--- config.mk ---
export PLATFORM = sky130hd
export DESIGN_NAME = frc_range_bank
export DESIGN_NICKNAME = d
export VERILOG_FILES = /design/src/rtl/frc_pkg.sv /design/src/rtl/frc_range_bank.sv
export SDC_FILE = /design/constraint.sdc
export NUM_CORES = 1
export LEC_CHECK = 0
export BUFFER_PORTS_ARGS = -buffer_cell sky130_fd_sc_hd__buf_4
export CORE_MARGIN = 2
export CORE_UTILIZATION = 35
export DETAILED_ROUTE_END_ITERATION = 16
export HOLD_SLACK_MARGIN = 0.05
export PLACE_DENSITY = 0.63
export SYNTH_ARGS = -nofsm -noshare
export SYNTH_HDL_FRONTEND = slang
export SYNTH_SLANG_ARGS = --single-unit
--- constraint.sdc ---
create_clock -name clk -period 1.45 [get_ports clk]
set_clock_uncertainty 0.15 [all_clocks]
set_input_delay 0.0725 -clock clk [delete_from_list [all_inputs] [get_ports clk]]
set_output_delay 0.0725 -clock clk [all_outputs]
set_load 0.01 [all_outputs]
--- src/rtl/frc_pkg.sv ---
package frc_pkg;

    localparam int FIELD_W    = 14;
    localparam int PAGE_W     = 12;
    localparam int ADDR_W     = FIELD_W + PAGE_W;
    localparam int WORD_W     = 32;
    localparam int BASE_LSB   = 0;
    localparam int LIMIT_LSB  = 16;
    localparam int RD_EN_BIT  = 15;
    localparam int WR_EN_BIT  = 31;
    localparam int RANGE_BITS = 2 + 2 * FIELD_W;

    typedef struct packed {
        logic               wr_en;
        logic               rd_en;
        logic [FIELD_W-1:0] first_pg;
        logic [FIELD_W-1:0] last_pg;
    } range_t;

    typedef enum logic {
        ACC_READ  = 1'b0,
        ACC_WRITE = 1'b1
    } acc_kind_e;

    function automatic range_t decode_word(input logic [WORD_W-1:0] w);
        range_t r;
        r.wr_en    = w[WR_EN_BIT];
        r.rd_en    = w[RD_EN_BIT];
        r.first_pg = w[BASE_LSB +: FIELD_W];
        r.last_pg  = w[LIMIT_LSB +: FIELD_W];
        return r;
    endfunction

    function automatic logic [ADDR_W:0] page_lo(input logic [FIELD_W-1:0] pg);
        return {1'b0, pg, {PAGE_W{1'b0}}};
    endfunction

    function automatic logic [ADDR_W:0] page_hi(input logic [FIELD_W-1:0] pg);
        return {1'b0, pg, {PAGE_W{1'b1}}};
    endfunction

endpackage

--- src/rtl/frc_range_bank.sv ---
module frc_range_bank
    import frc_pkg::*;
#(
    parameter int NUM_RANGES = 5,
    parameter int IDX_W      = 3
) (
    input  logic                    clk,
    input  logic                    rst,
    input  logic                    lock_in,
    input  logic                    cfg_we,
    input  logic [IDX_W-1:0]        cfg_idx,
    input  logic [WORD_W-1:0]       cfg_wdata,
    output range_t [NUM_RANGES-1:0] ranges_o,
    output logic                    locked_o
);

    logic   lock_q;
    logic   write_ok;
    range_t new_range;
    logic   unused_rsvd;

    assign write_ok    = cfg_we && !lock_in && !lock_q;
    assign new_range   = decode_word(cfg_wdata);
    assign unused_rsvd = ^{cfg_wdata[30], cfg_wdata[14]};
    assign locked_o    = lock_q;

    always_ff @(posedge clk) begin
        if (rst) begin
            lock_q <= 1'b0;
        end else if (lock_in) begin
            lock_q <= 1'b1;
        end
    end

    for (genvar i = 0; i < NUM_RANGES; i++) begin : g_slot
        range_t slot_q;
        always_ff @(posedge clk) begin
            if (rst) begin
                slot_q <= '0;
            end else if (write_ok && (cfg_idx == IDX_W'(i))) begin
                slot_q <= new_range;
            end
        end
        assign ranges_o[i] = slot_q;
    end

endmodule

Word level (Yosys, flattened, before mapping)
Cells that the tools add are included.
- reductions and logical operators: 10
- eq/ne operators: 4
- operators with widths (kind ; count):
    $logic_and 1x1->1 ; 7
    $eq 3x2->1 const B ; 2
    $eq 3x1->1 const B ; 1
    $eq 3x3->1 const B ; 1
    $logic_not 3->1 ; 1
    $logic_not 1->1 ; 2
- word-level logic and storage cells: 35
- bits in registers: 151
- bits of input ports: 39

Depth between registers and ports, before layout
Gate-level depths: netlist (run 1).
- depth in word-level cells: 4
- gate-level depth with buffers: 5

Worst setup path after synthesis (run 1)
No wires, ideal clock.
- path type: reg-to-reg
- start: register lock_q (netlist: locked_o)
- end: register g_slot[1].slot_q (netlist bit ranges_o[47])
- stages on the path, launching flop included: 6
- clock period less this slack: 1529 ps
- library setup time: 72 ps
- arrival: 1307 ps
- buffers on the path: 2
- path slack: -79 ps
- path through: dfxtp_1 > nor3_4 > and3_1 > buf_4 > buf_6 > mux2i_1
- cells in the longest elaborated chain, start to end: 3
- RTL lines (what ; RTL line ; source):
    from (decl) ; frc_range_bank.sv:17 ; logic lock_q;
    from (signal assigned) ; frc_range_bank.sv:29 ; lock_q <= 1'b0;
    from (signal assigned) ; frc_range_bank.sv:31 ; lock_q <= 1'b1;
    $logic_not 1->1 ; frc_range_bank.sv:22 ; assign write_ok = cfg_we && !lock_in && !lock_q;
    $logic_and 1x1->1 ; frc_range_bank.sv:22 ;
    $logic_and 1x1->1 ; frc_range_bank.sv:40 ; end else if (write_ok && (cfg_idx == IDX_W'(i))) begin
    to (signal assigned) ; frc_range_bank.sv:41 ; slot_q <= new_range;
    to (decl) ; frc_range_bank.sv:36 ; range_t slot_q;
No other way between the ends.
A chain may end at the register's enable or synchronous reset.

Worst setup path after layout (run 1)
- start: register lock_q (netlist: locked_o)
- end: register g_slot[1].slot_q (netlist bit ranges_o[44])
Same word-level chain as after synthesis.

==> metrics, run 1 <==
synthesis-stage register bit count=151; status=finished, violations left; core area=0.0166 mm^2; clock tree root buffer cell=clkbuf_16; Compound-Gate Fraction of Synth Area=0%; Min Clock Period, post-route=1.48 ns; Cell Area, Placed=0.00772 mm^2; Internal=7.49 mW; post-route ant nets=0; PD cells=1090 mW/mm^2; vias in the first global route=4687; syn nets=567; GPL Wtd Cong=0.730; sequential area share after synthesis=51.0%; HPWL after DPL=11.0 mm; setup slack after layout=-0.0321 ns; largest net degree at the start of global routing=46; H-tree Lvls=4; clock latency on the worst-skew pair=0.41 ns; Worst Path Max Fanout=7; number of distinct library cells after synthesis=18; Mapped Area=0.00592 mm^2; Sw Ratio=21.8%; Core Rows=47; post-synthesis mux area share=25.3%; f_max=675 MHz; final hold viol count=0; buffer depth of the longest clock path=2; worst path required time=1.64 ns; DR iter-0 viols=150; final-report max-slew violation count=0; full die area=0.0180 mm^2; largest family of logic cells by synthesized area=multiplexers; CTS Buf Count=17; crit end category=flop; GRT overflow=0; initial core utilization=35.7%; max_cap viols=0; n_diodes=0; FFs w/ async S/R, synth=0%; simple-gate share of the synthesized area=20.7%; Slew headroom=77.2%; Hold Crit Class=primary input to flop; largest cells by area after synthesis=dfxtp_1 51%, mux2i_1 25%, nand2b_1 19%, clkbuf_1 1.2%, buf_2 0.93%; area grow syn2layout=48.7%; CTS sink count=151; final core utilization=53.1%; area leader, netlist=dfxtp_1; P_leak=4.40 nW; Startpoint Class=flop; mean post-synth cell area=11.2 um^2; # port buffers=187; synth warn=0; post-synthesis cell count=528; final wirelength=16.0 mm; layout net count=798; failing checks=negative setup slack; EDFF count, synth=0; dpl ws=-0.0128 ns; Worst EP arrival=1.67 ns; Post-Route Setup TNS=-0.361 ns; Finished Cell Area=0.00881 mm^2; TritonCTS clock tree=yes; top_reg_cell synth=dfxtp_1; Tcrit/Tclk final=102%; clock-pin slew on the worst setup and hold paths=0.06 ns; clock share of power=49.6%; die height=134 um; RSZ-0062 raised after global routing=true; routed vias=4489; most frequent cell after synthesis=nand2b_1; Top-Level Pins=190; Tot GR Track Use=17.6%; first-pass iteration count of the detailed router=4; Die W=134 um; Residual DRC=0; most instantiated cells after synthesis=180 x nand2b_1, 151 x dfxtp_1, 150 x mux2i_1; Slew @ Worst Pin=0.341 ns; P_sw=2.09 mW; initial antenna violation count=0; post-route total power=9.58 mW; Logic pwr share=6.4%; Routed wire per std cell=16.1 um; Sequential Power Share=44.0%; fraction of layout cells with a size suffix above 1=32.6%; Via density=4.53; xor-xnor portion of the synthesized cell area=0%; critical path class=flop to flop; Adder-Cell Fraction of Synth Area=0%; Setup-failing EPs final=36; peak supply drop=0.735 mV; first-pass GRT wire length=24.7 mm; Yosys top cell area share=51.0%
==> worst max-delay path: stages, from the launching register on <==
cell       delay (ns)
dfxtp_2          0.34
nor3_4           0.27
and3_4           0.29
clkbuf_16        0.18
mux2i_1          0.19
==> flip-flops by register name, summed over array words and instances, names as in the netlist <==
register / flops
ranges_o: 150
locked_o: 1
==> metrics by stage <==
step           instances  hold slack [ns]
2_1_floorplan        528           0.0485
3_3_place_gp         922            0.198
3_5_place_dp         922            0.194
4_1_cts              989           0.0272
5_1_grt              992           0.0627
6_report             992           0.0494
==> cells in the final DEF (no fill, tap or decap), types with 2 or more instances in the layout <==
master         synthesis  routed
dfxtp_1              151     150
nor2_1                 2       2
bufinv_16              0       4
buf_4                  2     196
dlygate4sd3_1          0      34
nand2b_1             180     180
buf_12                 0      12
buf_8                  0       2
clkinv_4               0       5
buf_6                  3       2
mux2i_1              150     150
clkbuf_16              0      18
==> power by group through the flow <==
stage / clock network [mW] / logic, mW / registers [mW]
global placement: 0 / 0.518 / 4.31
floorplan: 0 / 0.257 / 4.33
detailed placement: 0 / 0.528 / 4.31
global route: 5.04 / 0.655 / 4.22
CTS: 4.85 / 0.605 / 4.22
finish: 4.75 / 0.609 / 4.22
==> cell type report <==
class                   instances  area [um^2]
multi-input cells             342         2740
well taps                     220          275
fillers                      1495         7770
flip-flops and latches        151         3020
repair buffers                247         2130
clock inverters                13          196
clock buffers                  19          443
==> path summary, 6_finish.rpt <==
| kind | start | to | slack (ns) | cells past startpoint |
|---|---|---|---|---|
| worst min register to register | ranges_o[142] | ranges_o[142] | 0.33 | 2 |
| worst min-delay path | cfg_idx[1] | ranges_o[149] | 0.05 | 5 |
| worst max-delay path | locked_o | ranges_o[44] | -0.03 | 4 |
| worst max register to register | locked_o | ranges_o[44] | -0.03 | 4 |
==> cell families (layout without fill, tap and decap cells) <==
kind of cell  count (synthesis)  after routing
buf+inv                      35            279
flops                       151            151
mux                         150            150
simple gates                192            192
==> layer usage <==
layer	up-vias	global-route usage, %	part of all wire [%]
li1	2200	-	-
met1	2159	19.9	41
met2	119	30.4	51
met3	11	6.92	7.3
met4	0	5.67	0.96
met5	-	0	0
==> what timing repair did <==
| item | CTS | global route |
|---|---|---|
| setup endpoints to repair | 29 | 68 |
| gates resized for setup | 1 | 17 |
| buffers inserted | 1 | 1 |
| pin swaps | 0 | 3 |
| gates cloned | 0 | 2 |
| endpoints found under the hold margin | 151 | 0 |
| hold buffers | 34 | 0 |
(Power assumes the default switching activity.)
==> run 2: changes to the inputs <==
ABC_AREA = 1   (was default)
==> run 2 against run 1 <==
Global-route usage increased by 3.5 points. Routed wire length increased by 26%. Hold slack improved by 0.019 ns. Register-to-register slack improved by 0.03 ns. Critical endpoint is now ranges_o[135]. Cell area increased by 3.3%. The run still ends with negative setup slack left. Clock power about the same. Highest routed layer unchanged. First-iteration DRC count increased to 2.9 times the previous value. Total power increased by 4.4%. Largest power group unchanged. Critical path type unchanged.
==> metrics, run 2 <==
status=finished, violations left; failing checks=negative setup slack; Top-Level Pins=190 (unchanged); Routed wire per std cell=15.3 um (-5.3%); Setup-failing EPs final=4 (-89%); routed vias=6143 (+37%); top_reg_cell synth=dfxtp_1; initial antenna violation count=0 (unchanged); first-pass GRT wire length=29.5 mm (+19%); r2r endpoint=ranges_o[135]; PD cells=1100 mW/mm^2 (+1.0%); final hold viol count=0 (unchanged); H-tree Lvls=4 (unchanged); Placed Instances=1238 (+34%); Residual DRC=0 (unchanged); Worst path slowest cell=dfxtp_2; CTS Buf Count=17 (unchanged); area grow syn2layout=53.1%; synth warn=0 (unchanged); most instantiated cells after synthesis=307 x nor2_1, 183 x nand2_1, 151 x dfxtp_1; GRT overflow=0 (unchanged); worst path required time=1.61 ns (-0.03 ns); post-route ant nets=0 (unchanged); Reg2Reg Launch Point=locked_o; Min Clock Period, post-route=1.45 ns (-0.0307 ns); full die area=0.0180 mm^2 (+0.34%); setup slack after layout=-0.00138 ns (+0.0307 ns); layout net count=1127 (+41%); largest net degree at the start of global routing=82 (+78%); leading cell type in the layout, fill and taps excluded=nor2_1; final wirelength=20.1 mm (+26%); FFs w/ async S/R, synth=0% (unchanged); synthesis-stage register bit count=151 (unchanged); number of distinct library cells after synthesis=14 (-4); most frequent cell after synthesis=nor2_1; final-report max-slew violation count=0 (unchanged); Mapped Area=0.00595 mm^2 (+0.36%); max FFs per register=150 (unchanged); clock share of power=47.6% (-2.0 points); DR iter-0 viols=428 (+190%); critical path class=flop to flop; mean post-synth cell area=6.87 um^2 (-39%); largest cells by area after synthesis=dfxtp_1 51%, nor2_1 19%, nand2_1 12%, nand3_1 11%, buf_2 3.5%; Tcrit/Tclk final=100% (-2.1 points); post-synthesis cell count=866 (+64%); Slew headroom=74.2% (-2.9 points); r2r worst-path depth=7 (+3); Yosys top cell area share=50.8% (-0.18 points); Tot GR Track Use=21.1% (+3.5 points); clock-pin slew on the worst setup and hold paths=0.06 ns (about the same); first-pass iteration count of the detailed router=5 (+1); Sw Ratio=22.7% (+0.97 points); Worst R2R Setup Slack=-0.001 ns (+0.03 ns); crit-path cells=buf_4 -> nor2_4 -> buf_6 -> buf_12 -> nand3_2 -> nand2_1 -> nor2_1; clock tree root buffer cell=clkbuf_16; core area=0.0166 mm^2 (unchanged); clock latency on the worst-skew pair=0.41 ns (about the same); Logic pwr share=9.8% (+3.4 points); Slew @ Worst Pin=0.386 ns (+0.0452 ns); dpl ws=-0.0314 ns (-0.0186 ns); TritonCTS clock tree=yes; crit end category=flop; fraction of layout cells with a size suffix above 1=27.8% (-4.8 points); sequential area share after synthesis=50.8% (-0.18 points); most frequent cells in the layout=300 x nor2_1, 201 x buf_4, 161 x nand2_1; P_leak=4.17 nW (-5.2%); Startpoint Class=flop; Hold Crit Class=primary input to flop; slowest stage delay, CP=0.32 ns (-0.02 ns); vias in the first global route=5355 (+14%); initial core utilization=35.9% (+0.13 points); Hold WS=0.0689 ns (+0.0195 ns); # port buffers=187 (unchanged); die height=134 um (+0.17%); Worst EP arrival=1.61 ns (-0.06 ns); EDFF count, synth=0 (unchanged); f_max=689 MHz (+2.1%); max_cap viols=0 (unchanged); WHS Path Cells=6 (+1); min-delay src=cfg_idx[1]; GPL Wtd Cong=0.796 (+9.1%); Finished Layout Cells=1320 (+33%); area leader, netlist=dfxtp_1; Core Rows=47 (unchanged); Die W=134 um (+0.17%); P_sw=2.27 mW (+9.0%); peak supply drop=0.789 mV (+7.2%); Worst Path Max Fanout=5 (-2); Sequential Power Share=42.7% (-1.3 points); buffer depth of the longest clock path=2 (unchanged); Via density=4.65 (+2.8%); CTS sink count=151 (unchanged); RSZ-0062 raised after global routing=true; HPWL after DPL=12.3 mm (+11%); syn nets=905 (+60%); worst hold endpoint=ranges_o[124]; Internal=7.72 mW (+3.1%)
## run 2: cell types whose count changed after synthesis, moves of 4 or more
cell,delta
mux2i_1,-150
nand3_1,+125
buf_1,+4
clkbuf_1,-12
buf_2,+31
inv_1,+34
nand2b_1,-180
nand2_1,+183
buf_4,+4
nor2_1,+305
## run 2: per-layer routing
metal	track usage, %	wire length [um]	part of all wire [%]
met5	0	0	0
met4	7.08	262	1.3
met3	6.16	1360	6.8
met2	33.3	9690	48
met1	27.6	8820	44
## run 2: area by class of cell
class / instances / area (um^2)
Tap cell: 220 / 275
Timing Repair Buffer: 262 / 2380
Sequential cell: 151 / 3020
Clock inverter: 9 / 175
Fill cell: 1635 / 7480
Multi-Input combinational cell: 620 / 2660
Antenna cell: 1 / 2.50
Clock buffer: 21 / 450
Inverter: 36 / 138
## run 2: repair_timing
action,CTS,global route
hold buffers,33,0
setup buffers,4,4
setup endpoints to repair,19,65
pin swaps,0,5
endpoints found under the hold margin,151,0
resized for setup,6,42
cloned,2,8
## run 2: worst max-delay path by stage
stage	start	endpoint	cells after the start
after floorplan	locked_o	ranges_o[103]	7
after global placement	locked_o	ranges_o[116]	8
after detailed placement	locked_o	ranges_o[111]	8
after CTS	locked_o	ranges_o[119]	9
after global routing	locked_o	ranges_o[111]	9
final	locked_o	ranges_o[135]	7
## run 2: metrics by stage
step | cell area [um^2] | total power [mW] | setup TNS (ns) | util, %
after floorplan | 5950 | 4.79 | 0 | -
after global placement | 7690 | 5.16 | 0 | 46.3
after detailed placement | 7690 | 5.17 | -0.125 | 46.3
after CTS | 8770 | 10.0 | -0.0610 | 52.9
after global routing | 9100 | 10.4 | -3.26 | 54.9
final | 9100 | 10.0 | -0.00356 | 54.9
## run 2: logic make-up (layout without fill, tap and decap cells)
kind of cell           Yosys count  count (layout)  share of synthesized area (%)
AND/OR/NAND/NOR                619             619                           41.8
flip-flops                     151             151                           50.8
buffers and inverters           95             328                           7.26
AO/OA/AOI/OAI                    1               1                         0.0841
other                            0               1                              0
## run 2: worst max-delay path, delay by kind of cell, from the launching register on
kind / cells / cell delay (ns)
and+or+nand+nor: 4 / 0.41
buffers and inverters: 3 / 0.46
DFF: 1 / 0.32
## run 2: power groups by stage
stage	Clock, mW	Sequential [mW]	Combinational (mW)
after floorplan	0	4.38	0.407
after global placement	0	4.35	0.809
after detailed placement	0	4.36	0.811
after CTS	4.85	4.26	0.902
after global routing	5.02	4.27	1.07
final	4.76	4.26	0.975
